<file path="src/rtl/lsu_buserr_pkg.sv">
package lsu_buserr_pkg;
    localparam int unsigned CAUSE_W = 4;
    typedef logic [CAUSE_W-1:0] cause_t;
    localparam cause_t CAUSE_LOAD_FAULT  = cause_t'(5);
    localparam cause_t CAUSE_STORE_FAULT = cause_t'(7);
endpackage

</file>
<file path="src/rtl/lsu_buserr_capture.sv">
module lsu_buserr_capture #(
    parameter int unsigned ADDR_W = 32,
    parameter int unsigned PC_W   = 32
) (
    input  logic              clk,
    input  logic              rst_n,
    input  logic              m_valid,
    input  logic              m_is_store,
    input  logic [PC_W-1:0]   m_pc,
    input  logic [ADDR_W-1:0] m_addr,
    input  logic              dph_ready,
    input  logic              dph_err,
    input  logic              trap_ack,
    output logic              flag_o,
    output logic              is_store_o,
    output logic [PC_W-1:0]   pc_o,
    output logic [ADDR_W-1:0] addr_o
);
    typedef struct packed {
        logic              flag;
        logic              is_store;
        logic [PC_W-1:0]   pc;
        logic [ADDR_W-1:0] addr;
    } cap_t;

    cap_t cap_d, cap_q;
    logic first_err;

    always_comb begin
        // first cycle of a two-cycle error response, owned by stage 3
        first_err = m_valid & dph_err & ~dph_ready;
        cap_d     = cap_q;
        if (cap_q.flag) begin
            if (trap_ack) begin
                cap_d.flag = 1'b0;
            end
        end else if (first_err) begin
            cap_d.flag     = 1'b1;
            cap_d.is_store = m_is_store;
            cap_d.pc       = m_pc;
            cap_d.addr     = m_addr;
        end
    end

    always_ff @(posedge clk or negedge rst_n) begin
        if (!rst_n) begin
            cap_q <= '0;
        end else begin
            cap_q <= cap_d;
        end
    end

    assign flag_o     = cap_q.flag;
    assign is_store_o = cap_q.is_store;
    assign pc_o       = cap_q.pc;
    assign addr_o     = cap_q.addr;
endmodule

</file>
<file path="src/rtl/lsu_buserr_report.sv">
module lsu_buserr_report
    import lsu_buserr_pkg::*;
(
    input  logic   flag_i,
    input  logic   is_store_i,
    input  logic   x_valid,
    input  logic   x_side_effect,
    output logic   trap_req,
    output cause_t trap_cause,
    output logic   x_suppress
);
    always_comb begin
        trap_req   = flag_i;
        trap_cause = '0;
        if (flag_i) begin
            trap_cause = is_store_i ? CAUSE_STORE_FAULT : CAUSE_LOAD_FAULT;
        end
        // flush from stage 3 kills any side effect of the younger instruction
        x_suppress = flag_i & x_valid & x_side_effect;
    end
endmodule

</file>
<file path="src/rtl/lsu_buserr_trap.sv">
module lsu_buserr_trap
    import lsu_buserr_pkg::*;
#(
    parameter int unsigned ADDR_W = 32,
    parameter int unsigned PC_W   = 32
) (
    input  logic              clk,
    input  logic              rst_n,
    input  logic              m_valid,
    input  logic              m_is_store,
    input  logic [PC_W-1:0]   m_pc,
    input  logic [ADDR_W-1:0] m_addr,
    input  logic              dph_ready,
    input  logic              dph_err,
    input  logic              x_valid,
    input  logic              x_side_effect,
    input  logic              trap_ack,
    output logic              trap_req,
    output logic [3:0]        trap_cause,
    output logic [PC_W-1:0]   trap_pc,
    output logic [ADDR_W-1:0] trap_addr,
    output logic              x_suppress
);
    logic   flag;
    logic   is_store;
    cause_t cause;

    lsu_buserr_capture #(
        .ADDR_W (ADDR_W),
        .PC_W   (PC_W)
    ) capture_i (
        .clk        (clk),
        .rst_n      (rst_n),
        .m_valid    (m_valid),
        .m_is_store (m_is_store),
        .m_pc       (m_pc),
        .m_addr     (m_addr),
        .dph_ready  (dph_ready),
        .dph_err    (dph_err),
        .trap_ack   (trap_ack),
        .flag_o     (flag),
        .is_store_o (is_store),
        .pc_o       (trap_pc),
        .addr_o     (trap_addr)
    );

    lsu_buserr_report report_i (
        .flag_i        (flag),
        .is_store_i    (is_store),
        .x_valid       (x_valid),
        .x_side_effect (x_side_effect),
        .trap_req      (trap_req),
        .trap_cause    (cause),
        .x_suppress    (x_suppress)
    );

    assign trap_cause = 4'(cause);
endmodule

</file>
<file path="config.mk">
export PLATFORM = sky130hd
export DESIGN_NAME = lsu_buserr_trap
export DESIGN_NICKNAME = d
export VERILOG_FILES = /design/src/rtl/lsu_buserr_pkg.sv /design/src/rtl/lsu_buserr_capture.sv /design/src/rtl/lsu_buserr_report.sv /design/src/rtl/lsu_buserr_trap.sv
export SDC_FILE = /design/constraint.sdc
export NUM_CORES = 1
export LEC_CHECK = 0
export BUFFER_PORTS_ARGS = -buffer_cell sky130_fd_sc_hd__buf_2
export CORE_UTILIZATION = 48
export DETAILED_ROUTE_END_ITERATION = 6
export GPL_TIMING_DRIVEN = 0
export PLACE_DENSITY_LB_ADDON = 0.15
export SLEW_MARGIN = 25
export SYNTH_ARGS = -nofsm -noshare
export SYNTH_HDL_FRONTEND = slang
export SYNTH_SLANG_ARGS = --single-unit
</file>
<file path="constraint.sdc">
create_clock -name clk -period 2.79 [get_ports clk]
set_clock_uncertainty 0.15 [all_clocks]
set_input_delay 0.6975 -clock clk [delete_from_list [all_inputs] [get_ports clk]]
set_output_delay 0.6975 -clock clk [all_outputs]
set_load 0.01 [all_outputs]
</file>
==> impl_metrics.json <==
{
  "ff2ff_path_depth": 4,
  "path_max_fanout": 1,
  "synthCells": 147,
  "vias": 1754,
  "cellPowerDensity_mw_per_mm2": 728,
  "antenna_left": 0,
  "p_leak_nw": 1.93,
  "syn_area_mm2": 0.00271,
  "die_y_um": 77.2,
  "fmax_mhz": 519,
  "hold_viol": 0,
  "htreeDepth": 3,
  "crit_path_end_kind": "output pin",
  "cts.clk_slew.worst_paths_ns": 0.07,
  "io_buffer_count": 141,
  "grt-ovfl-total": 0,
  "ir_drop_uv": 458,
  "critPathBufInv": 2,
  "yosysWarnings": 0,
  "syn-num-nets": 220,
  "place_congestion": 0.760,
  "fp.dieW_um": 77.2,
  "place_inst": 359,
  "slowest_stage": "and3_1",
  "crit_chain": "buf_2, and3_1, buf_2",
  "n_antenna_cell": 0,
  "die-area_mm2": 0.00595,
  "cp.required_ns": 1.94,
  "final_area_mm2": 0.00370,
  "worstSetupStartpointType": "input port",
  "grt_max_degree": 50,
  "postPlaceCellArea_mm2": 0.00353,
  "hold_buffers": 0,
  "critPathTopFamily": "buffers and inverters",
  "dp_hpwl_um": 4160,
  "cts_buffer_depth": 2,
  "finalNonFillerCells": 375,
  "setup_viol": 0,
  "totalWireLength_um": 5540,
  "grt_setup_unrepaired": "no",
  "drtPass1Iterations": 3,
  "tritoncts": "done",
  "start_util_pct": 51.4,
  "netlist-cell-type-count": 11,
  "finalMaxSlewViolations": 0,
  "syn_to_final_growth_pct": 36.4,
  "slowest_delay_ns": 0.16,
  "wl_per_cell_um": 14.8,
  "cts.sinks": 66,
  "ioPinCount": 143,
  "status": "completed",
  "cap_violations": 0,
  "finalPower_mw": 2.69,
  "rows": 26,
  "cts_setup_buffers": 0,
  "grt_pass1_vias": 1812,
  "clk_latency_ns": 0.31,
  "min_period_ns": 1.93,
  "grt_pass1_wl_um": 8910,
  "core_mm2": 0.00527,
  "initialDrtViolationCount": 59,
  "cts-resized-gates": 0,
  "hold_class": "in2async",
  "nets": 373,
  "via_per_inst": 4.68,
  "finalCritPeriodShare_pct": 69.0,
  "finalSetupTns_ns": 0,
  "arrival_ns": 1.08,
  "syn_avg_cell_area_um2": 18.4,
  "cts-root-buf": "clkbuf_8",
  "critical_path_class": "in2out",
  "grt_usage_pct": 19.6,
  "yosysSeqAreaShare_pct": 60.9,
  "worst_path_most_repeated_cell": "buf_2",
  "synth_seq_cells": 66,
  "drive_gt1_share_pct": 75.7,
  "cts-buffers-inserted": 9,
  "antenna_found_initial": 0,
  "drcViolationCount": 0,
  "worstSetupPathDepth": 3
}
[cell usage after synthesis]
cell type / count / area (µm²)
mux2_4: 39 / 586
mux2_2: 26 / 293
buf_4: 5 / 37.5
buf_12: 5 / 100
and2_1: 1 / 6.26
a21o_1: 1 / 7.51
and3_1: 1 / 6.26
and4bb_4: 1 / 16.3
conb_1: 1 / 3.75
inv_1: 1 / 3.75
dfrtp_1: 66 / 1650
[metal layers]
layer	track usage (%)	vias up	part of all wire, %
met2	31.2	74	51
met4	8.68	0	1.4
met1	25.2	856	42
met3	5.12	8	6.1
met5	0	-	0
li1	-	816	-
[worst paths after layout]
kind,start,endpoint,slack (ns)
max,x_side_effect,x_suppress,0.86
max reg2reg,capture_i.flag_o,capture_i.pc_o[16],1.11
min in group clk,capture_i.pc_o[9],capture_i.pc_o[9],0.35
min,rst_n,capture_i.addr_o[5],0.09
max in group asynchronous,rst_n,capture_i.pc_o[17],1.89
min reg2reg,capture_i.pc_o[9],capture_i.pc_o[9],0.35
[where the power goes]
group	switching, mW	internal (mW)	leakage (nW)
clock network	0.313	0.343	0.0872
logic	0.311	0.440	1.05
registers	0.109	1.17	0.784
[final cells by class]
class	instances	area, µm²
timing repair buffer	142	736
multi-input combinational	70	918
tap	70	87.6
clock buffer	13	149
inverter	1	3.75
sequential	66	1650
clock inverter	3	15.0
fill	421	1570
buffer	10	138
[registers in the layout, summed over array words and instances, names as in the netlist]
signal                count
capture_i.pc_o           32
capture_i.flag_o          1
capture_i.addr_o         32
capture_i.is_store_o      1
[stage by stage]
| stage | setup WS, ns | hold slack (ns) | util, % |
|---|---|---|---|
| floorplan | 0.906 | 0.252 | - |
| global placement | 0.614 | 0.336 | 66.5 |
| detailed placement | 0.750 | 0.336 | 67.1 |
| CTS | 0.861 | 0.0769 | 70.2 |
| global route | 0.814 | 0.0725 | 70.2 |
| finish | 0.864 | 0.0866 | 70.2 |
[cell usage in the layout, fill, tap and decap left out]
cell / instances
dfrtp_1: 66
mux2_4: 39
buf_4: 6
and4bb_4: 1
and2_1: 1
a21o_1: 1
clkbuf_8: 10
buf_2: 140
clkinv_2: 3
conb_1: 1
buf_12: 5
buf_16: 1
inv_1: 1
clkbuf_1: 3
and3_1: 1
mux2_2: 26
[worst register-to-register path, delay by kind of cell (launching register included)]
family,cells,cell delay [ns]
DFF,1,0.43
and+or+nand+nor,1,0.36
buffers and inverters,2,0.31
muxes,1,0.30
[logic make-up after synthesis]
group | count (synthesis) | synth area share (%)
DFF | 66 | 60.9
muxes | 65 | 32.4
buffers and inverters | 11 | 5.21
and+or+nand+nor | 3 | 1.06
AOI/OAI and AO/OA | 1 | 0.277
other | 1 | 0.138
(Power assumes the default switching activity.)
